**config.mk**
```make
export PLATFORM = sky130hd
export DESIGN_NAME = vfm_top
export DESIGN_NICKNAME = d
export VERILOG_FILES = /design/src/rtl/vfm_pkg.sv /design/src/rtl/vfm_port_cfg.sv /design/src/rtl/vfm_vlan_table.sv /design/src/rtl/vfm_mask_combine.sv /design/src/rtl/vfm_top.sv
export SDC_FILE = /design/constraint.sdc
export NUM_CORES = 1
export LEC_CHECK = 0
export ABC_AREA = 0
export ABC_CLOCK_PERIOD_IN_PS = 4200
export CORE_UTILIZATION = 45
export DETAILED_ROUTE_END_ITERATION = 10
export SKIP_CTS_REPAIR_TIMING = 1
export SYNTH_ARGS = -nofsm -noshare
export SYNTH_HDL_FRONTEND = slang
export SYNTH_SLANG_ARGS = --single-unit
```
**constraint.sdc**
```tcl
create_clock -name clk -period 4.2 [get_ports clk]
set_input_delay 0.84 -clock clk [delete_from_list [all_inputs] [get_ports clk]]
set_output_delay 0.84 -clock clk [all_outputs]
set_load 0.1 [all_outputs]
```
**src/rtl/vfm_pkg.sv**
```systemverilog
// Shared types for the VLAN-aware egress mask filter.
// Assumes: configuration targets are a two-bit code, fixed by R12.
package vfm_pkg;

    typedef enum logic [1:0] {
        SEL_PORT_VID  = 2'd0,
        SEL_DOMAIN    = 2'd1,
        SEL_VLAN_ENT  = 2'd2,
        SEL_AWARENESS = 2'd3
    } cfg_sel_e;

endpackage

```
**src/rtl/vfm_port_cfg.sv**
```systemverilog
// Per-port default VLAN IDs, per-port isolation domains and the global
// VLAN awareness bit; returns the settings of one selected port.
// Assumes: writes to port numbers at or above NUM_PORTS are ignored,
// and a read of such a port returns zeros.
module vfm_port_cfg
    import vfm_pkg::*;
#(
    parameter int NUM_PORTS = 5,
    parameter int VID_W     = 12,
    parameter int IDX_W     = 4,
    parameter int CFG_W     = 18,
    parameter int PIDX_W    = 3
) (
    input  logic                 clk,
    input  logic                 rst_n,
    input  logic                 wr_en,
    input  logic [1:0]           wr_sel,
    input  logic [IDX_W-1:0]     wr_idx,
    input  logic [CFG_W-1:0]     wr_data,
    input  logic [PIDX_W-1:0]    rd_port,
    output logic [VID_W-1:0]     rd_pvid,
    output logic [NUM_PORTS-1:0] rd_domain,
    output logic                 aware_en
);

    logic [VID_W-1:0]     pvid_q   [NUM_PORTS];
    logic [NUM_PORTS-1:0] domain_q [NUM_PORTS];
    logic                 aware_q;
    logic                 idx_ok;

    assign idx_ok = int'(wr_idx) < NUM_PORTS;

    // Per-port register file, one generate slice per port.
    for (genvar p = 0; p < NUM_PORTS; p++) begin : g_port
        always_ff @(posedge clk) begin
            if (!rst_n) begin
                pvid_q[p]   <= VID_W'(1);
                domain_q[p] <= '1;
            end else if (wr_en && idx_ok && int'(wr_idx) == p) begin
                if (wr_sel == SEL_PORT_VID)
                    pvid_q[p] <= wr_data[VID_W-1:0];
                if (wr_sel == SEL_DOMAIN)
                    domain_q[p] <= wr_data[NUM_PORTS-1:0];
            end
        end
    end

    // Global VLAN awareness bit.
    always_ff @(posedge clk) begin
        if (!rst_n)
            aware_q <= 1'b0;
        else if (wr_en && wr_sel == SEL_AWARENESS)
            aware_q <= wr_data[0];
    end

    // Read mux for the port under lookup.
    always_comb begin
        rd_pvid   = '0;
        rd_domain = '0;
        for (int p = 0; p < NUM_PORTS; p++) begin
            if (int'(rd_port) == p) begin
                rd_pvid   = pvid_q[p];
                rd_domain = domain_q[p];
            end
        end
    end

    assign aware_en = aware_q;

endmodule

```
**src/rtl/vfm_vlan_table.sv**
```systemverilog
// VLAN membership table: ENTRIES slots of {valid, members, VLAN ID}
// searched in parallel; the lowest matching index wins.
// Assumes: a write and a lookup in the same cycle see the old contents.
module vfm_vlan_table
    import vfm_pkg::*;
#(
    parameter int NUM_PORTS = 5,
    parameter int ENTRIES   = 16,
    parameter int VID_W     = 12,
    parameter int IDX_W     = 4,
    parameter int CFG_W     = 18
) (
    input  logic                 clk,
    input  logic                 rst_n,
    input  logic                 wr_en,
    input  logic [1:0]           wr_sel,
    input  logic [IDX_W-1:0]     wr_idx,
    input  logic [CFG_W-1:0]     wr_data,
    input  logic [VID_W-1:0]     key_vid,
    output logic                 hit,
    output logic [NUM_PORTS-1:0] members
);

    localparam int VLD_BIT = VID_W + NUM_PORTS;

    logic [VID_W-1:0]     ent_vid [ENTRIES];
    logic [NUM_PORTS-1:0] ent_mem [ENTRIES];
    logic [ENTRIES-1:0]   ent_vld;
    logic [ENTRIES-1:0]   match;

    // Entry storage and match compare, one slice per entry.
    for (genvar e = 0; e < ENTRIES; e++) begin : g_ent
        always_ff @(posedge clk) begin
            if (!rst_n) begin
                ent_vld[e] <= 1'b0;
                ent_vid[e] <= '0;
                ent_mem[e] <= '0;
            end else if (wr_en && wr_sel == SEL_VLAN_ENT && int'(wr_idx) == e) begin
                ent_vld[e] <= wr_data[VLD_BIT];
                ent_mem[e] <= wr_data[VID_W +: NUM_PORTS];
                ent_vid[e] <= wr_data[VID_W-1:0];
            end
        end
        assign match[e] = ent_vld[e] && (ent_vid[e] == key_vid);
    end

    // Priority select: scan downward so the lowest index is kept last.
    always_comb begin
        hit     = 1'b0;
        members = '0;
        for (int e = ENTRIES - 1; e >= 0; e--) begin
            if (match[e]) begin
                hit     = 1'b1;
                members = ent_mem[e];
            end
        end
    end

    // A valid entry just written must be found by a lookup of its ID.
    assert_wr_visible_R11: assert property (@(posedge clk) disable iff (!rst_n)
        (wr_en && wr_sel == SEL_VLAN_ENT && int'(wr_idx) < ENTRIES && wr_data[VLD_BIT])
        |=> ((key_vid != $past(wr_data[VID_W-1:0])) || hit));

endmodule

```
**src/rtl/vfm_mask_combine.sv**
```systemverilog
// Forms the egress mask: isolation domain AND VLAN set, source removed,
// with ingress filtering when awareness is on and drop on an empty mask.
// Assumes: members is zero whenever hit is zero.
module vfm_mask_combine #(
    parameter int NUM_PORTS = 5,
    parameter int PIDX_W    = 3
) (
    input  logic [PIDX_W-1:0]    src_port,
    input  logic [NUM_PORTS-1:0] domain,
    input  logic                 aware_en,
    input  logic                 hit,
    input  logic [NUM_PORTS-1:0] members,
    output logic [NUM_PORTS-1:0] egress,
    output logic                 drop,
    output logic                 rejected
);

    logic                 port_ok;
    logic [NUM_PORTS-1:0] src_bit;
    logic [NUM_PORTS-1:0] vlan_set;

    assign port_ok = int'(src_port) < NUM_PORTS;

    // One-hot of the ingress port (zero when out of range).
    always_comb begin
        src_bit = '0;
        for (int p = 0; p < NUM_PORTS; p++)
            if (int'(src_port) == p) src_bit[p] = 1'b1;
    end

    // Ingress filter decision and mask intersection.
    always_comb begin
        vlan_set = aware_en ? members : '1;
        rejected = !port_ok || (aware_en && !(hit && |(members & src_bit)));
        egress   = rejected ? '0 : (domain & vlan_set & ~src_bit);
        drop     = (egress == '0);
    end

endmodule

```
**src/rtl/vfm_top.sv**
```systemverilog
// VLAN-aware egress mask filter: two-stage pipeline. Stage 1 registers
// the request; the lookup and mask logic then feeds the output register.
// Assumes: one request per cycle at most; configuration through the
// write port only.
module vfm_top #(
    parameter int NUM_PORTS    = 5,
    parameter int VLAN_ENTRIES = 16,
    parameter int VID_W        = 12,
    localparam int PIDX_W      = $clog2(NUM_PORTS),
    localparam int TIDX_W      = $clog2(VLAN_ENTRIES),
    localparam int IDX_W       = (TIDX_W > PIDX_W) ? TIDX_W : PIDX_W,
    localparam int CFG_W       = VID_W + NUM_PORTS + 1
) (
    input  logic                 clk,
    input  logic                 rst_n,
    input  logic                 cfg_we,
    input  logic [1:0]           cfg_sel,
    input  logic [IDX_W-1:0]     cfg_idx,
    input  logic [CFG_W-1:0]     cfg_data,
    input  logic                 req_valid,
    input  logic [PIDX_W-1:0]    req_port,
    input  logic                 req_tagged,
    input  logic [VID_W-1:0]     req_vid,
    output logic                 rsp_valid,
    output logic [NUM_PORTS-1:0] rsp_mask,
    output logic                 rsp_drop
);

    logic                 s1_valid;
    logic [PIDX_W-1:0]    s1_port;
    logic                 s1_tagged;
    logic [VID_W-1:0]     s1_vid;

    logic [VID_W-1:0]     port_pvid;
    logic [NUM_PORTS-1:0] port_domain;
    logic                 aware_en;
    logic [VID_W-1:0]     eff_vid;
    logic                 tbl_hit;
    logic [NUM_PORTS-1:0] tbl_members;
    logic [NUM_PORTS-1:0] egress;
    logic                 drop;
    logic                 rejected;

    // Stage 1: capture the request.
    always_ff @(posedge clk) begin
        if (!rst_n) begin
            s1_valid  <= 1'b0;
            s1_port   <= '0;
            s1_tagged <= 1'b0;
            s1_vid    <= '0;
        end else begin
            s1_valid  <= req_valid;
            s1_port   <= req_port;
            s1_tagged <= req_tagged;
            s1_vid    <= req_vid;
        end
    end

    vfm_port_cfg #(
        .NUM_PORTS(NUM_PORTS), .VID_W(VID_W), .IDX_W(IDX_W),
        .CFG_W(CFG_W), .PIDX_W(PIDX_W)
    ) u_port_cfg (
        .clk(clk), .rst_n(rst_n),
        .wr_en(cfg_we), .wr_sel(cfg_sel), .wr_idx(cfg_idx), .wr_data(cfg_data),
        .rd_port(s1_port), .rd_pvid(port_pvid), .rd_domain(port_domain),
        .aware_en(aware_en)
    );

    // VLAN resolution: tag ID or the port default.
    assign eff_vid = s1_tagged ? s1_vid : port_pvid;

    vfm_vlan_table #(
        .NUM_PORTS(NUM_PORTS), .ENTRIES(VLAN_ENTRIES), .VID_W(VID_W),
        .IDX_W(IDX_W), .CFG_W(CFG_W)
    ) u_vlan_table (
        .clk(clk), .rst_n(rst_n),
        .wr_en(cfg_we), .wr_sel(cfg_sel), .wr_idx(cfg_idx), .wr_data(cfg_data),
        .key_vid(eff_vid), .hit(tbl_hit), .members(tbl_members)
    );

    vfm_mask_combine #(
        .NUM_PORTS(NUM_PORTS), .PIDX_W(PIDX_W)
    ) u_combine (
        .src_port(s1_port), .domain(port_domain), .aware_en(aware_en),
        .hit(tbl_hit), .members(tbl_members),
        .egress(egress), .drop(drop), .rejected(rejected)
    );

    // Stage 2: register the result; idle cycles show zeros.
    always_ff @(posedge clk) begin
        if (!rst_n) begin
            rsp_valid <= 1'b0;
            rsp_mask  <= '0;
            rsp_drop  <= 1'b0;
        end else begin
            rsp_valid <= s1_valid;
            rsp_mask  <= s1_valid ? egress : '0;
            rsp_drop  <= s1_valid && drop;
        end
    end

    assert_latency_R2: assert property (@(posedge clk) disable iff (!rst_n)
        req_valid |-> ##2 rsp_valid);

    assert_idle_zero_R8: assert property (@(posedge clk) disable iff (!rst_n)
        !rsp_valid |-> (rsp_mask == '0 && !rsp_drop));

    assert_drop_iff_empty_R8: assert property (@(posedge clk) disable iff (!rst_n)
        rsp_valid |-> (rsp_drop == (rsp_mask == '0)));

    assert_src_cleared_R7: assert property (@(posedge clk) disable iff (!rst_n)
        (s1_valid && int'(s1_port) < NUM_PORTS) |=> (rsp_mask[$past(s1_port)] == 1'b0));

    assert_within_domain_R4: assert property (@(posedge clk) disable iff (!rst_n)
        s1_valid |=> ((rsp_mask & ~$past(port_domain)) == '0));

    assert_ingress_filter_R5: assert property (@(posedge clk) disable iff (!rst_n)
        (s1_valid && aware_en && !tbl_hit) |=> rsp_drop);

    assert_bad_port_R9: assert property (@(posedge clk) disable iff (!rst_n)
        (s1_valid && int'(s1_port) >= NUM_PORTS) |=> rsp_drop);

endmodule

```
---- Word-level counts from Yosys, hierarchy flattened ----
Memories as Yosys holds them, arrays and structs flattened.
Index checks and enable logic that the tools add are counted.
cells by class
  magnitude comparators ................... 2
  equal/unequal tests ..................... 38
  multiplexer cells ....................... 173
  bitwise gates (word level) .............. 46
  reductions and logical operators ........ 52
operators with widths
  kind                                                                    number
  12-bit 2-to-1 mux                                                       27
  5-bit 2-to-1 mux                                                        44
  12-bit equality test                                                    16
  1-bit 2-to-1 mux                                                        102
  1-bit logical AND                                                       43
  1-bit bitwise OR                                                        42
  4-bit equality test (second input constant)                             8
  4-bit by 3-bit equality test with 1-bit output (second input constant)  4
  5-bit bitwise AND                                                       3
  3-bit equality test (second input constant)                             3
  4-bit by 2-bit equality test with 1-bit output (second input constant)  2
  5-bit logical NOT                                                       1
  5-bit inverter                                                          1
  5-bit OR reduction                                                      1
  2-bit equality test (second input constant)                             2
  4-bit by 1-bit equality test with 1-bit output (second input constant)  1
  4-bit logical NOT                                                       1
  4-bit by 3-bit < comparator with 1-bit output (second input constant)   1
  3-bit by 2-bit equality test with 1-bit output (second input constant)  1
  3-bit logical NOT                                                       1
  3-bit < comparator (second input constant)                              1
  2-bit by 1-bit equality test with 1-bit output (second input constant)  1
  1-bit logical NOT                                                       2
  2-bit logical NOT                                                       1
  2 further kinds                                                         2
word-level totals
  bits in registers ....................... 41
  memory bits (writable) .................. 357
  bits of input ports ..................... 44
  word-level logic and storage cells ...... 339
  memories ................................ 4
memory list
  name                  words  width  rd ports  clocked after Yosys merged registers in  write ports  line                  source
  u_vlan_table.ent_vid  16     12     16        0                                        16           vfm_vlan_table.sv:26  logic [VID_W-1:0] ent_vid [ENTRIES];
  u_vlan_table.ent_mem  16     5      16        0                                        16           vfm_vlan_table.sv:27  logic [NUM_PORTS-1:0] ent_mem [ENTRIES];
  u_port_cfg.pvid_q     5      12     5         0                                        5            vfm_port_cfg.sv:26    logic [VID_W-1:0] pvid_q [NUM_PORTS];
  u_port_cfg.domain_q   5      5      5         0                                        5            vfm_port_cfg.sv:27    logic [NUM_PORTS-1:0] domain_q [NUM_PORTS];

---- Logic depth before layout (Yosys ltp) ----
  depth after elaboration ................. 34
  mapped depth ............................ 20

---- Cells and area by module ----
From an unflattened synthesis, not the netlist that was laid out.
second synthesis, totals
  cells, all modules ...................... 1602
  area, all modules ....................... 19602.6 um2
by module, submodules not included
  module            instances  cells an instance  area an instance (um2)  sequential area each (um2)
  vfm_vlan_table    1          1140               14302.5                 8488.1
  vfm_port_cfg      1          371                4285.4                  2572.5
  vfm_top           1          63                 824.5                   480.5
  vfm_mask_combine  1          28                 190.2                   0.0

---- Worst setup path before layout ----
Ideal clock, no wire load.
  path type ............................... register -> register
  start point ............................. register s1_port[1]
  end point ............................... register rsp_mask[3]
  library setup time ...................... 0.115 ns
  data arrival time ....................... 4.075 ns
  required time ........................... 4.085 ns
  slack ................................... 0.010 ns
  stages on the path, launching flop included .. 17
  cell sequence ........................... dfxtp_1 > buf_2 > nor3b_4 > a22oi_1 > and2_1 > buf_4 > xnor2_1 > or4_1 > or4_1 > buf_2 > a221oi_2 > o22ai_1 > a2111oi_2 > o32ai_2 > a211oi_2 > a221oi_2 > and2_1
between the ends
  word-level cells in the longest chain between the ends .. 32
  elaborated cells on any way between the ends .. 98
  those cells by class .................... 1 x order compare; 20 x eq/ne; 50 x mux; 4 x bitwise; 23 x reduce/logical
ends and longest elaborated chain
  element                         line                                        source
  start: declaration              vfm_top.sv:30                               logic [PIDX_W-1:0] s1_port;
  start signal: assignment        vfm_top.sv:53                               s1_port <= req_port;
  3-bit logical NOT               vfm_port_cfg.sv:61, vfm_mask_combine.sv:28
  12-bit 2-to-1 mux (5 in a row)  vfm_port_cfg.sv:61                          if (int'(rd_port) == p) begin
  12-bit 2-to-1 mux               vfm_top.sv:70                               assign eff_vid = s1_tagged ? s1_vid : port_pvid;
  12-bit equality test            vfm_vlan_table.sv:44                        assign match[e] = ent_vld[e] && (ent_vid[e] == key_vid);
  1-bit logical AND               vfm_vlan_table.sv:44
  5-bit 2-to-1 mux (16 in a row)  vfm_vlan_table.sv:52                        if (match[e]) begin
  5-bit bitwise AND               vfm_mask_combine.sv:34                      rejected = !port_ok || (aware_en && !(hit && |(members & src_bit)));
  5-bit OR reduction              vfm_mask_combine.sv:34
  1-bit logical AND               vfm_mask_combine.sv:34
  1-bit logical NOT               vfm_mask_combine.sv:34
  1-bit logical AND               vfm_mask_combine.sv:34
  1-bit logical OR                vfm_mask_combine.sv:34
  5-bit 2-to-1 mux *              vfm_mask_combine.sv:35                      egress = rejected ? '0 : (domain & vlan_set & ~src_bit);
  end signal: assignment          vfm_top.sv:97                               rsp_mask <= s1_valid ? egress : '0;
  end: declaration                vfm_top.sv:25                               output logic [NUM_PORTS-1:0] rsp_mask,
Mark *: on every way between the ends. The rest lies on a longest branch, timed or not.
A chain may end at the register's enable or synchronous reset.

---- Worst setup path in the final report ----
  start point ............................. register s1_port[0]
  end point ............................... register rsp_mask[4]
Same word-level chain as after synthesis.

==> impl_metrics.ini <==
[outcome]
run_status = complete, but fails checks
violations_in_the_final_reports = negative setup slack

[synth]
synth_flop_cell = sky130_fd_sc_hd__edfxtp_1
yosysUniqueCellTypes = 96
synth_register_bits = 393
postSynthCellCount = 1787
ys_seq_area_frac = 0.561
synth_area_per_cell_um2 = 11.4
synthArstFlopShare = 0
synth.net_count = 1831
synthesis.yosys.warnings = 0
edff_count_synth = 352
area_of_the_mapped_netlist_um2 = 20300

[detailed_routing]
routed_via_density = 5.96
detail-route-antenna-nets = 0
route.vias.total = 16300
detail_route.first_pass.iterations = 6
dr.first_iter.drc_count = 2194
detail_route.drc_violations = 0
routed_wirelength_mm = 76.5
wire_per_inst_um = 28.0

[clock_network]
clock_pin_slew_of_the_registers_on_the_worst_case_setup_and_hold_paths_ns = 0.06
clock-sinks = 393
skew_pair_late_insertion_delay_ns = 0.60
clock_tree.buffer_depth = 3
cts_tree = done
cts_inserted_buffers = 45
ctsHtreeMaxLevel = 2
cts_root_buffer = sky130_fd_sc_hd__clkbuf_16

[worst_setup_path]
rr_startpoint = s1_port[0]$_SDFF_PN0_
critPathArrivalTime_ns = 5.17
critPathMaxStageDelay_ns = 0.54
crit_chain = buf_12, buf_6, mux2i_2, buf_4, o31a_1, a21oi_1, a211o_1, or4_4, buf_6, nor3_4, mux2i_1, o31ai_2, o221ai_2, a221oi_4, buf_6, a22oi_2, a221oi_2, nor3b_2
critPathCapture = rsp_mask[4]$_SDFF_PN0_
worst_setup_path_start_kind = register
timing_worst_setup_path_type = reg2reg
cp_data_required_time_ns = 4.71
timing.critical_path.fanout_max = 8
ff2ff_setup_slack_ns = -0.46
r2r.worst_path.cells = 18
critical_path.startpoint = s1_port[0]$_SDFF_PN0_
cpMostUsedCell = sky130_fd_sc_hd__buf_6
reg2reg_to = rsp_mask[4]$_SDFF_PN0_
setup.worst_path.end_class = register
critical_path.slowest_cell = sky130_fd_sc_hd__or4_4

[timing]
grt_setup_unrepaired = true
worst_hold_slack_ns = 0.484
final_hold_viol_count = 0
timing.final.crit_period_ns = 4.66
finalWorstSetupSlack_ns = -0.459
timing.slew.headroom = 0.212
final.period_utilization = 1.11
slew_viol_final = 0
setup_viol = 6
max_freq_mhz = 215
measured_slew_at_the_worst_slew_check_pin_ns = 1.18
worst_clock_skew_ns = 0.0137

[finish]
number_of_inserted_filler_cells_in_the_final_layout = 3772
area_growth_syn_to_fin_pct = 26.9
final_layout_size_suffix_gt1_frac = 0.257
final_nets = 2153

[die]
coreArea_um2 = 44400
die_height_um = 214
fp.dieW_um = 214
initial_utilization = 0.457
die_area_um2 = 46000
top_level_ports = 51
fp-row-count = 77

[placed_design]
numPortBuffers = 50
globalplace.congestion = 1.04
hpwlAfterDp_mm = 53.8

[global_routing]
grt_util_all_layers = 0.328
grt_first_pass_wirelength_mm = 108
maximum_number_of_pins_on_one_net_before_global_route_repair = 32
antenna_violations_before_repair = 1
number_of_global_route_vias_before_repair = 15700
grt_overflow = 0

[power]
totalPowerFinal_mw = 10.1
leakage_nw = 9.57
power_density_nw_per_um2 = 390
power.ir.vdd_worst_mv = 0.494

[job]
cap_violations = 0

[hold_path]
worstHoldPathType = reg2reg
[area by class of cell]
class	instances	area, µm²	share of cell area
clock inverter	19	229	0.00889
timing repair buffer	389	3170	0.123
clock buffer	63	1230	0.0479
antenna	1	2.50	0.0000971
multi-input combinational	1235	8820	0.342
sequential	393	11400	0.442
tap	592	741	0.0287
inverter	45	169	0.00656
[logic make-up after synthesis]
kind of cell              after synthesis  share of synthesized area
AOI/OAI and AO/OA                     322                      0.115
and+or+nand+nor                       764                      0.222
DFF                                   393                      0.561
xor gates and xnor gates              107                     0.0461
buffers and inverters                 160                     0.0336
muxes                                  41                     0.0224
[metrics by stage]
step                      setup WS, ns  cells   util  TNS [ns]  area, µm²
after floorplan                 0.0104   1787      -         0      20300
after global placement           -1.00   2637  0.530     -5.59      23500
after detailed placement         -1.03   2637  0.530     -5.74      23500
after CTS                        -1.08   2719  0.563     -5.98      25000
after global routing            -0.596   2736  0.580     -3.24      25800
final                           -0.459   2737  0.580     -2.41      25800
[worst max-delay path, delay by kind of cell, from the launching register on]
family	cells	cell delay, ns
flops	1	0.41
compound gates	8	2.16
mux	2	0.34
simple gates	3	0.91
buf+inv	5	0.74
[placed cells by master (no fill, tap or decap), types with 8 or more instances in the layout]
master	instances
sky130_fd_sc_hd__a22oi_1	12
sky130_fd_sc_hd__nor4_1	17
sky130_fd_sc_hd__xnor2_1	66
sky130_fd_sc_hd__nor2b_1	18
sky130_fd_sc_hd__buf_6	17
sky130_fd_sc_hd__mux2i_1	21
sky130_fd_sc_hd__a21oi_1	40
sky130_fd_sc_hd__nand4b_1	14
sky130_fd_sc_hd__a21o_1	17
sky130_fd_sc_hd__nor2_1	69
sky130_fd_sc_hd__o21ai_0	54
sky130_fd_sc_hd__o21ai_1	17
sky130_fd_sc_hd__nand2b_1	20
sky130_fd_sc_hd__nand4_1	18
sky130_fd_sc_hd__nand2_1	75
sky130_fd_sc_hd__o22ai_1	11
sky130_fd_sc_hd__or3_1	23
sky130_fd_sc_hd__clkbuf_1	15
sky130_fd_sc_hd__nor3_1	15
sky130_fd_sc_hd__and2_1	354
sky130_fd_sc_hd__and3_1	20
sky130_fd_sc_hd__or2_2	10
sky130_fd_sc_hd__buf_4	315
sky130_fd_sc_hd__or4_4	9
sky130_fd_sc_hd__dfxtp_1	38
sky130_fd_sc_hd__mux2_2	8
sky130_fd_sc_hd__a211o_1	8
sky130_fd_sc_hd__xor2_1	40
sky130_fd_sc_hd__inv_1	45
sky130_fd_sc_hd__nand3_1	44
sky130_fd_sc_hd__o21ai_2	11
sky130_fd_sc_hd__clkdlybuf4s50_1	46
sky130_fd_sc_hd__a22o_1	11
sky130_fd_sc_hd__edfxtp_1	352
sky130_fd_sc_hd__clkbuf_16	48
[Yosys cell counts, types with 8 or more instances]
master,instances,area share
sky130_fd_sc_hd__and2_1,358,0.11
sky130_fd_sc_hd__edfxtp_1,352,0.52
sky130_fd_sc_hd__clkbuf_1,82,0.015
sky130_fd_sc_hd__o21ai_0,77,0.019
sky130_fd_sc_hd__nand2_1,75,0.014
sky130_fd_sc_hd__nor2_1,72,0.013
sky130_fd_sc_hd__xnor2_1,66,0.028
sky130_fd_sc_hd__inv_1,45,0.0083
sky130_fd_sc_hd__nand3_1,45,0.011
sky130_fd_sc_hd__a21oi_1,42,0.010
sky130_fd_sc_hd__dfxtp_1,41,0.040
sky130_fd_sc_hd__xor2_1,41,0.018
sky130_fd_sc_hd__nor4_1,25,0.0077
sky130_fd_sc_hd__mux2i_1,24,0.012
sky130_fd_sc_hd__or3_1,23,0.0071
sky130_fd_sc_hd__nand2b_1,21,0.0065
sky130_fd_sc_hd__nor3_1,21,0.0052
sky130_fd_sc_hd__and3_1,20,0.0062
sky130_fd_sc_hd__buf_2,18,0.0044
sky130_fd_sc_hd__nand4_1,18,0.0055
sky130_fd_sc_hd__nor2b_1,18,0.0055
sky130_fd_sc_hd__a21o_1,17,0.0063
sky130_fd_sc_hd__a22oi_1,16,0.0059
sky130_fd_sc_hd__a22o_1,14,0.0060
sky130_fd_sc_hd__nand4b_1,14,0.0060
sky130_fd_sc_hd__o22ai_1,14,0.0043
sky130_fd_sc_hd__a211oi_1,11,0.0041
sky130_fd_sc_hd__or2_2,10,0.0031
sky130_fd_sc_hd__or4_1,10,0.0037
sky130_fd_sc_hd__a221oi_1,9,0.0039
sky130_fd_sc_hd__o2111ai_1,9,0.0039
sky130_fd_sc_hd__a211o_1,8,0.0034
sky130_fd_sc_hd__buf_4,8,0.0030
sky130_fd_sc_hd__mux2_2,8,0.0044
[metal layers]
metal	routed length (µm)	track usage
met1	31700	0.455
met3	7510	0.0626
met5	0	0
met2	33500	0.497
met4	3760	0.154
[state kept, by name (all words and copies together) (netlist names), 3 cells and up]
signal	cells
u_vlan_table.ent_vid	192
u_vlan_table.ent_mem	80
u_port_cfg.pvid_q	60
u_port_cfg.domain_q	20
u_vlan_table.ent_vld	16
s1_vid	12
rsp_mask	5
s1_port	3
[how the worst min path moves through the flow]
| stage | slack, ns | from | end | depth (start not counted) |
|---|---|---|---|---|
| 2_1_floorplan | 0.44 | s1_valid$_SDFF_PN0_ | rsp_valid$_SDFF_PN0_ | 2 |
| 3_3_place_gp | 0.45 | u_vlan_table.ent_vld[11]$_SDFFE_PN0P_ | u_vlan_table.ent_vld[11]$_SDFFE_PN0P_ | 2 |
| 3_5_place_dp | 0.47 | u_vlan_table.ent_vld[9]$_SDFFE_PN0P_ | u_vlan_table.ent_vld[9]$_SDFFE_PN0P_ | 2 |
| 4_1_cts | 0.48 | u_vlan_table.ent_vld[9]$_SDFFE_PN0P_ | u_vlan_table.ent_vld[9]$_SDFFE_PN0P_ | 2 |
| 5_1_grt | 0.51 | u_vlan_table.ent_vld[9]$_SDFFE_PN0P_ | u_vlan_table.ent_vld[9]$_SDFFE_PN0P_ | 2 |
| 6_report | 0.48 | u_vlan_table.ent_vld[0]$_SDFFE_PN0P_ | u_vlan_table.ent_vld[0]$_SDFFE_PN0P_ | 2 |
[power by group]
| group | internal, mW | switching [mW] |
|---|---|---|
| registers | 4.45 | 0.127 |
| logic | 0.608 | 0.904 |
| clock network | 2.31 | 1.65 |
| total | 7.37 | 2.68 |
Note: power is estimated with default switching activity, not from simulation.
